<file path="src/rtl/osr_rx_pkg.sv">
package osr_rx_pkg;

  typedef enum logic [2:0] {
    ST_IDLE,
    ST_START,
    ST_DATA,
    ST_PAR,
    ST_STOP
  } rx_state_e;

  localparam int FLG_PAR  = 0;
  localparam int FLG_FRM  = 1;
  localparam int FLG_TERM = 2;
  localparam int FLG_TMO  = 3;
  localparam int NUM_FLG  = 4;

  // two-of-three vote
  function automatic logic vote3(input logic a, input logic b, input logic c);
    return (a & b) | (a & c) | (b & c);
  endfunction

  // data_odd: xor of data bits; odd_mode: expected odd total
  function automatic logic parity_bad(input logic data_odd, input logic pbit,
                                      input logic odd_mode);
    return (data_odd ^ pbit) != odd_mode;
  endfunction

endpackage

</file>
<file path="src/rtl/osr_rx_sampler.sv">
module osr_rx_sampler
  import osr_rx_pkg::*;
#(
  parameter int DATA_BITS = 8,
  parameter int OSR       = 16
) (
  input  logic                 clk,
  input  logic                 rst_n,
  input  logic                 rxd,
  input  logic                 par_en,
  input  logic                 par_odd,
  output logic                 start_seen,
  output logic                 char_done,
  output logic [DATA_BITS-1:0] char_data,
  output logic                 par_err,
  output logic                 frm_err
);

  localparam int CW = $clog2(OSR);
  localparam int BW = (DATA_BITS > 1) ? $clog2(DATA_BITS) : 1;
  localparam logic [CW-1:0] C_A    = CW'(OSR / 2 - 1);
  localparam logic [CW-1:0] C_B    = CW'(OSR / 2);
  localparam logic [CW-1:0] C_C    = CW'(OSR / 2 + 1);
  localparam logic [CW-1:0] C_LAST = CW'(OSR - 1);
  localparam logic [BW-1:0] B_LAST = BW'(DATA_BITS - 1);

  rx_state_e            state;
  logic                 sync1, sync2, prev;
  logic [CW-1:0]        cnt;
  logic                 s_a, s_b, pbit;
  logic [BW-1:0]        bit_idx;
  logic [DATA_BITS-1:0] shreg;
  logic                 center, wrap, vote;

  assign vote       = vote3(s_a, s_b, sync2);
  assign center     = (state != ST_IDLE) && (cnt == C_C);
  assign wrap       = (cnt == C_LAST);
  assign start_seen = (state == ST_IDLE) && prev && !sync2;
  assign char_done  = (state == ST_STOP) && center;
  assign char_data  = shreg;
  assign frm_err    = !vote;
  assign par_err    = par_en && parity_bad(^shreg, pbit, par_odd);

  always_ff @(posedge clk or negedge rst_n) begin
    if (!rst_n) begin
      sync1   <= 1'b1;
      sync2   <= 1'b1;
      prev    <= 1'b1;
      state   <= ST_IDLE;
      cnt     <= '0;
      s_a     <= 1'b1;
      s_b     <= 1'b1;
      pbit    <= 1'b0;
      bit_idx <= '0;
      shreg   <= '0;
    end else begin
      sync1 <= rxd;
      sync2 <= sync1;
      prev  <= sync2;
      if (state == ST_IDLE) begin
        if (start_seen) begin
          state <= ST_START;
          cnt   <= CW'(1);
        end
      end else begin
        cnt <= wrap ? '0 : cnt + 1'b1;
        if (cnt == C_A) s_a <= sync2;
        if (cnt == C_B) s_b <= sync2;
        case (state)
          ST_START: begin
            if (center && vote) state <= ST_IDLE;
            else if (wrap) begin
              state   <= ST_DATA;
              bit_idx <= '0;
            end
          end
          ST_DATA: begin
            if (center) shreg <= {vote, shreg[DATA_BITS-1:1]};
            if (wrap) begin
              if (bit_idx == B_LAST) state <= par_en ? ST_PAR : ST_STOP;
              else bit_idx <= bit_idx + 1'b1;
            end
          end
          ST_PAR: begin
            if (center) pbit <= vote;
            if (wrap) state <= ST_STOP;
          end
          ST_STOP: begin
            if (center) state <= ST_IDLE;
          end
          default: state <= ST_IDLE;
        endcase
      end
    end
  end

  // an accepted edge always enters the start-bit check
  a_r2_start_enters: assert property (@(posedge clk) disable iff (!rst_n)
    start_seen |=> (state == ST_START));

  // a character completes only at a stop-bit centre
  a_r1_done_in_stop: assert property (@(posedge clk) disable iff (!rst_n)
    char_done |=> (state == ST_IDLE));

endmodule

</file>
<file path="src/rtl/osr_rx_events.sv">
module osr_rx_events #(
  parameter int DATA_BITS = 8,
  parameter int TO_W      = 16
) (
  input  logic                 clk,
  input  logic                 rst_n,
  input  logic                 char_done,
  input  logic [DATA_BITS-1:0] char_data,
  input  logic                 start_seen,
  input  logic                 term_en,
  input  logic [DATA_BITS-1:0] term_char,
  input  logic                 to_en,
  input  logic [TO_W-1:0]      to_limit,
  output logic                 term_hit,
  output logic                 to_pulse
);

  logic [TO_W-1:0] tcnt;
  logic            armed;

  assign term_hit = term_en && (char_data == term_char);
  assign to_pulse = armed && to_en && (tcnt == to_limit);

  always_ff @(posedge clk or negedge rst_n) begin
    if (!rst_n) begin
      tcnt  <= '0;
      armed <= 1'b0;
    end else if (char_done) begin
      tcnt  <= '0;
      armed <= 1'b1;
    end else if (armed) begin
      if (start_seen || to_pulse) armed <= 1'b0;
      else if (tcnt != '1) tcnt <= tcnt + 1'b1;
    end
  end

  // the time-out fires once per armed interval
  a_r7_once: assert property (@(posedge clk) disable iff (!rst_n)
    to_pulse |=> !to_pulse);

  // a start bit disarms the timer
  a_r7_cancel: assert property (@(posedge clk) disable iff (!rst_n)
    (start_seen && !char_done) |=> !to_pulse);

endmodule

</file>
<file path="src/rtl/osr_rx_irq.sv">
module osr_rx_irq #(
  parameter int N = 4
) (
  input  logic         clk,
  input  logic         rst_n,
  input  logic [N-1:0] set,
  input  logic [N-1:0] clr,
  input  logic [N-1:0] mask,
  output logic [N-1:0] flags,
  output logic         irq
);

  always_ff @(posedge clk or negedge rst_n) begin
    if (!rst_n) flags <= '0;
    else        flags <= (flags & ~clr) | set;
  end

  assign irq = |(flags & ~mask);

  // an event sets its flag even against a clear
  a_r9_set_wins: assert property (@(posedge clk) disable iff (!rst_n)
    (|set) |=> ((flags & $past(set)) == $past(set)));

  // uncleared flags stay set
  a_r9_sticky: assert property (@(posedge clk) disable iff (!rst_n)
    (|(flags & ~clr)) |=> ((flags & $past(flags & ~clr)) == $past(flags & ~clr)));

  // a full mask silences the request
  a_r10_mask_all: assert property (@(posedge clk) disable iff (!rst_n)
    (mask == '1) |-> !irq);

endmodule

</file>
<file path="src/rtl/osr_async_rx.sv">
module osr_async_rx
  import osr_rx_pkg::*;
#(
  parameter int DATA_BITS = 8,
  parameter int OSR       = 16,
  parameter int TO_W      = 16
) (
  input  logic                 clk,
  input  logic                 rst_n,
  input  logic                 rxd,
  input  logic                 cfg_par_en,
  input  logic                 cfg_par_odd,
  input  logic                 cfg_stat_fwd,
  input  logic                 cfg_term_en,
  input  logic [DATA_BITS-1:0] cfg_term_char,
  input  logic                 cfg_to_en,
  input  logic [TO_W-1:0]      cfg_to_limit,
  input  logic [3:0]           irq_mask,
  input  logic [3:0]           irq_clr,
  output logic                 out_valid,
  input  logic                 out_ready,
  output logic [DATA_BITS-1:0] out_data,
  output logic [7:0]           out_status,
  output logic [3:0]           irq_flags,
  output logic                 irq
);

  logic                 start_seen, char_done, par_err, frm_err;
  logic                 term_hit, to_pulse, load;
  logic [DATA_BITS-1:0] char_data;
  logic [NUM_FLG-1:0]   flag_set;
  logic [7:0]           status_next;

  osr_rx_sampler #(.DATA_BITS(DATA_BITS), .OSR(OSR)) u_samp (
    .clk        (clk),
    .rst_n      (rst_n),
    .rxd        (rxd),
    .par_en     (cfg_par_en),
    .par_odd    (cfg_par_odd),
    .start_seen (start_seen),
    .char_done  (char_done),
    .char_data  (char_data),
    .par_err    (par_err),
    .frm_err    (frm_err)
  );

  osr_rx_events #(.DATA_BITS(DATA_BITS), .TO_W(TO_W)) u_evt (
    .clk        (clk),
    .rst_n      (rst_n),
    .char_done  (char_done),
    .char_data  (char_data),
    .start_seen (start_seen),
    .term_en    (cfg_term_en),
    .term_char  (cfg_term_char),
    .to_en      (cfg_to_en),
    .to_limit   (cfg_to_limit),
    .term_hit   (term_hit),
    .to_pulse   (to_pulse)
  );

  always_comb begin
    flag_set           = '0;
    flag_set[FLG_PAR]  = char_done && par_err;
    flag_set[FLG_FRM]  = char_done && frm_err;
    flag_set[FLG_TERM] = char_done && term_hit;
    flag_set[FLG_TMO]  = to_pulse;
    status_next        = '0;
    status_next[0]     = par_err && cfg_stat_fwd;
    status_next[1]     = frm_err;
    status_next[2]     = term_hit;
  end

  osr_rx_irq #(.N(NUM_FLG)) u_irq (
    .clk   (clk),
    .rst_n (rst_n),
    .set   (flag_set),
    .clr   (irq_clr),
    .mask  (irq_mask),
    .flags (irq_flags),
    .irq   (irq)
  );

  assign load = char_done && (!out_valid || out_ready);

  always_ff @(posedge clk or negedge rst_n) begin
    if (!rst_n) begin
      out_valid  <= 1'b0;
      out_data   <= '0;
      out_status <= '0;
    end else if (load) begin
      out_valid  <= 1'b1;
      out_data   <= char_data;
      out_status <= status_next;
    end else if (out_ready) begin
      out_valid  <= 1'b0;
    end
  end

  // a held character stays put until taken
  a_r8_hold: assert property (@(posedge clk) disable iff (!rst_n)
    (out_valid && !out_ready) |=> (out_valid && $stable(out_data) && $stable(out_status)));

endmodule

</file>
<file path="config.mk">
export PLATFORM = sky130hd
export DESIGN_NAME = osr_async_rx
export DESIGN_NICKNAME = d
export VERILOG_FILES = /design/src/rtl/osr_rx_pkg.sv /design/src/rtl/osr_rx_sampler.sv /design/src/rtl/osr_rx_events.sv /design/src/rtl/osr_rx_irq.sv /design/src/rtl/osr_async_rx.sv
export SDC_FILE = /design/constraint.sdc
export NUM_CORES = 1
export LEC_CHECK = 0
export ABC_AREA = 1
export ABC_CLOCK_PERIOD_IN_PS = 3100
export BUFFER_PORTS_ARGS = -buffer_cell sky130_fd_sc_hd__buf_2
export CAP_MARGIN = 20
export CORE_MARGIN = 4
export CORE_UTILIZATION = 45
export CTS_CLUSTER_SIZE = 20
export DETAILED_ROUTE_END_ITERATION = 12
export MAX_ROUTING_LAYER = met4
export PLACE_DENSITY = 0.71
export SYNTH_ARGS = -nofsm -noshare
export SYNTH_HDL_FRONTEND = slang
export SYNTH_SLANG_ARGS = --single-unit
</file>
<file path="constraint.sdc">
create_clock -name clk -period 3.1 [get_ports clk]
set_clock_uncertainty 0.15 [all_clocks]
set_input_delay 0.93 -clock clk [delete_from_list [all_inputs] [get_ports clk]]
set_output_delay 0.93 -clock clk [all_outputs]
set_load 0.005 [all_outputs]
</file>
==> impl_metrics.tcl <==
set metrics [dict create \
    outcome "finished clean" \
    grt_start_max_net_pins 26 \
    max_slew_margin 0.632 \
    grt_pass1_wl_um 12900 \
    worst-endpoint-arrival_ps 1410 \
    leakage_nw 2.03 \
    timing.max_cap.violations 0 \
    fin_nets 569 \
    synth-simple-area-share 0.311 \
    worst_ir_drop_vdd_mv 0.293 \
    setup_viol 0 \
    syn_area_sq_um 3410 \
    cts.htree.levels 3 \
    cts_tree "yes" \
    dieArea_sq_um 9030 \
    antenna_cells_inserted 0 \
    syn-mean-instance-area_sq_um 7.39 \
    synth.ff_latch_count 57 \
    post_synthesis_share_of_cell_area_spent_on_xor_and_xnor_gates 0.0591 \
    synthDominantAreaCellType "sky130_fd_sc_hd__dfrtp_1" \
    power_density_nw_per_um2 580 \
    crit_fanout 1 \
    finalNonFillerCells 626 \
    critical_path.slowest_cell "sky130_fd_sc_hd__o22ai_1" \
    first_iter_violations 109 \
    holdCritPathClass "reg2reg" \
    path_clk_slew_ps 60 \
    placed_cells 610 \
    drive_above_1_share 0.190 \
    cts_max_path_buffers 2 \
    clock_sink_count 57 \
    total_of_buffers_placed_on_input_and_output_ports 57 \
    routed-via-count 3026 \
    worst-setup-path-type "in2out" \
    finalWeightedCongestion 0.909 \
    yosysWarnings 0 \
    synthFlopType "sky130_fd_sc_hd__dfrtp_1" \
    hold_buffer_count_at_cts 0 \
    dp_hpwl_um 5660 \
    synth-async-reset-ratio 1.00 \
    routedWlPerCell_um 11.9 \
    ys_top_cells_by_area "sky130_fd_sc_hd__dfrtp_1 38%, sky130_fd_sc_hd__nand2_1 16%, sky130_fd_sc_hd__inv_1 6.3%" \
    die_x_um 95.0 \
    reg2reg_slack_ps 830 \
    grt_use_total 0.188 \
    critical-path-top-cell-by-count "sky130_fd_sc_hd__buf_2" \
    worstReg2RegStart "u_samp.cnt[1]" \
    globalRoute.totalOverflow 0 \
    ant_nets 0 \
    area_growth_syn_to_layout_pct 16.1 \
    rr_worst_depth 10 \
    worst_path_dominant_cell_family "buffers and inverters" \
    cts_buffers 9 \
    multiplexer_share_of_the_synthesized_area 0 \
    setup_slack_ps 606 \
    worstSetupStartpointType "input port" \
    post-cts-setup-buffer-count 0 \
    slew_violations 0 \
    total_negative_slack_for_setup_checks_ps 0 \
    synthAdderAreaFrac 0.0220 \
    grt_antenna_before_repair 0 \
    design.portCount 63 \
    crit-reg2reg-capture "out_status[0]" \
    routed_wirelength_um 7460 \
    effective_utilization_at_floorplan 0.467 \
    timing.critical_path.buf_inv 2 \
    part_of_the_cycle_the_worst_path_needs 0.805 \
    pre_cts_slack_ps 598 \
    critPathCapture "irq" \
    finish.utilization 0.543 \
    instance_count_of_the_mapped_netlist 461 \
    drt_pre_antenna_iters 5 \
    timing.critical_path.from "irq_mask[2]" \
    cp-end-kind "primary output" \
    post_synth_num_cell_types 38 \
    rsz0062_at_grt "no" \
    fin_crit_ps 2490 \
    core_area_sq_um 7290 \
    critPathMaxStageDelay_ps 150 \
    synth-edff-count 0 \
    synth_seq_area_share 0.420 \
    row_count 31 \
    cts-resized-gates 0 \
    clk_latency_ps 350 \
    floorplan.die.height_um 95.0 \
    synth-compound-area-share 0.0918 \
    synth_top_family_by_area "simple AND/OR/NAND/NOR gates" \
    proportion_of_netlist_area_held_by_the_largest_area_contributor 0.382 \
    via_per_inst 4.83 \
    max_freq_mhz 401 \
    drc 0 \
    cp_cell_sequence "buf_2 -> o22ai_1 -> nor2_1 -> o21ai_0 -> buf_2" \
    timing_worst_slew_pin_value_ps 551 \
    worst-path-stages 5 \
    cp_data_required_time_ps 2020 \
    clk_tree_root_cell "sky130_fd_sc_hd__clkbuf_8" \
    grt_pass1_vias 2942 \
    finalHoldViolCount 0 \
]
Yosys cell counts (2+ instances only):
cell,count
sky130_fd_sc_hd__a21oi_1,6
sky130_fd_sc_hd__a32o_1,2
sky130_fd_sc_hd__buf_2,3
sky130_fd_sc_hd__buf_4,7
sky130_fd_sc_hd__clkbuf_1,2
sky130_fd_sc_hd__dfrtp_1,52
sky130_fd_sc_hd__dfstp_2,5
sky130_fd_sc_hd__ha_1,6
sky130_fd_sc_hd__inv_1,57
sky130_fd_sc_hd__inv_2,4
sky130_fd_sc_hd__nand2_1,142
sky130_fd_sc_hd__nand2_2,2
sky130_fd_sc_hd__nand2_4,2
sky130_fd_sc_hd__nand3_1,29
sky130_fd_sc_hd__nand4_1,4
sky130_fd_sc_hd__nor2_1,45
sky130_fd_sc_hd__nor2_2,2
sky130_fd_sc_hd__nor3_1,7
sky130_fd_sc_hd__o211ai_1,3
sky130_fd_sc_hd__o21ai_0,31
sky130_fd_sc_hd__o21ai_1,2
sky130_fd_sc_hd__o22ai_1,7
sky130_fd_sc_hd__or2_2,5
sky130_fd_sc_hd__xnor2_1,11
sky130_fd_sc_hd__xor2_1,12
registers in the layout (all words and copies together) (netlist names):
register          flops
out_data              8
out_status            3
out_valid             1
u_evt.armed           1
u_evt.tcnt           16
u_irq.flags           4
u_samp.bit_idx        3
u_samp.char_data      8
u_samp.cnt            4
u_samp.pbit           1
u_samp.prev           1
u_samp.s_a            1
u_samp.s_b            1
u_samp.state          3
u_samp.sync1          1
u_samp.sync2          1
through the flow:
| stage | hold slack [ps] | area [sq um] | power, W |
|---|---|---|---|
| global route | 217 | 3960 | 0.00248 |
| floorplan | 195 | 3420 | 0.00144 |
| CTS | 211 | 3960 | 0.00231 |
| detailed placement | 201 | 3760 | 0.00162 |
| finish | 208 | 3960 | 0.00229 |
| global placement | 197 | 3760 | 0.00158 |
worst reg2reg max path, cell delays in order, from the launching register on:
cell,delay (ps)
sky130_fd_sc_hd__dfrtp_1,400
sky130_fd_sc_hd__inv_1,100
sky130_fd_sc_hd__ha_1,170
sky130_fd_sc_hd__inv_1,60
sky130_fd_sc_hd__nor2_2,190
sky130_fd_sc_hd__inv_2,100
sky130_fd_sc_hd__nor2_8,250
sky130_fd_sc_hd__nand2_1,410
sky130_fd_sc_hd__nor2_1,210
sky130_fd_sc_hd__nand4_1,110
sky130_fd_sc_hd__nand2_1,60
cell families (layout without fill, tap and decap cells):
kind of cell,Yosys count,count (layout)
adder cells (fa/ha/maj),6,6
other,1,5
XOR/XNOR,23,23
AO/OA/AOI/OAI,55,55
flip-flops,57,57
AND/OR/NAND/NOR,244,244
buffers and inverters,75,137
layout by cell type, fill, tap and decap left out, types with 3 or more instances in the layout:
master	n
sky130_fd_sc_hd__o21ai_0	31
sky130_fd_sc_hd__nor3_1	7
sky130_fd_sc_hd__xnor2_1	11
sky130_fd_sc_hd__dfstp_2	5
sky130_fd_sc_hd__a21oi_1	6
sky130_fd_sc_hd__buf_2	57
sky130_fd_sc_hd__dfrtp_1	52
sky130_fd_sc_hd__inv_2	4
sky130_fd_sc_hd__conb_1	5
sky130_fd_sc_hd__nand4_1	4
sky130_fd_sc_hd__nand2_1	142
sky130_fd_sc_hd__ha_1	6
sky130_fd_sc_hd__or2_2	5
sky130_fd_sc_hd__xor2_1	12
sky130_fd_sc_hd__o22ai_1	7
sky130_fd_sc_hd__inv_1	57
sky130_fd_sc_hd__clkbuf_8	9
sky130_fd_sc_hd__o211ai_1	3
sky130_fd_sc_hd__nor2_1	45
sky130_fd_sc_hd__nand3_1	29
metal layers:
layer / up-vias / global-route usage / wire, um
met3: 12 / 0.0410 / 458
met2: 79 / 0.295 / 3370
met5: - / - / 0
met1: 1373 / 0.239 / 3500
met4: 0 / 0.0721 / 125
li1: 1562 / - / -
worst min-delay path by stage:
stage	cells past startpoint	slack [ps]	to	from
2_1_floorplan	0	200	u_samp.sync2	u_samp.sync1
3_3_place_gp	0	200	u_samp.sync2	u_samp.sync1
3_5_place_dp	0	200	u_samp.sync2	u_samp.sync1
4_1_cts	0	210	u_samp.sync2	u_samp.sync1
5_1_grt	0	220	u_samp.sync2	u_samp.sync1
6_report	0	210	u_samp.sync2	u_samp.sync1
power breakdown:
group / switching, W / total (W) / internal (W)
Sequential: 0.000116 / 0.000975 / 0.000858
Combinational: 0.000395 / 0.000630 / 0.000235
Clock: 0.000317 / 0.000690 / 0.000373
layout make-up:
class / count / area (sq um)
clock buffers: 10 / 128
clock inverters: 6 / 67.6
fillers: 712 / 3340
inverters: 62 / 235
multi-input cells: 333 / 1670
flip-flops and latches: 57 / 1430
well taps: 99 / 124
repair buffers: 59 / 300
Power figures use the tool's default switching activity.
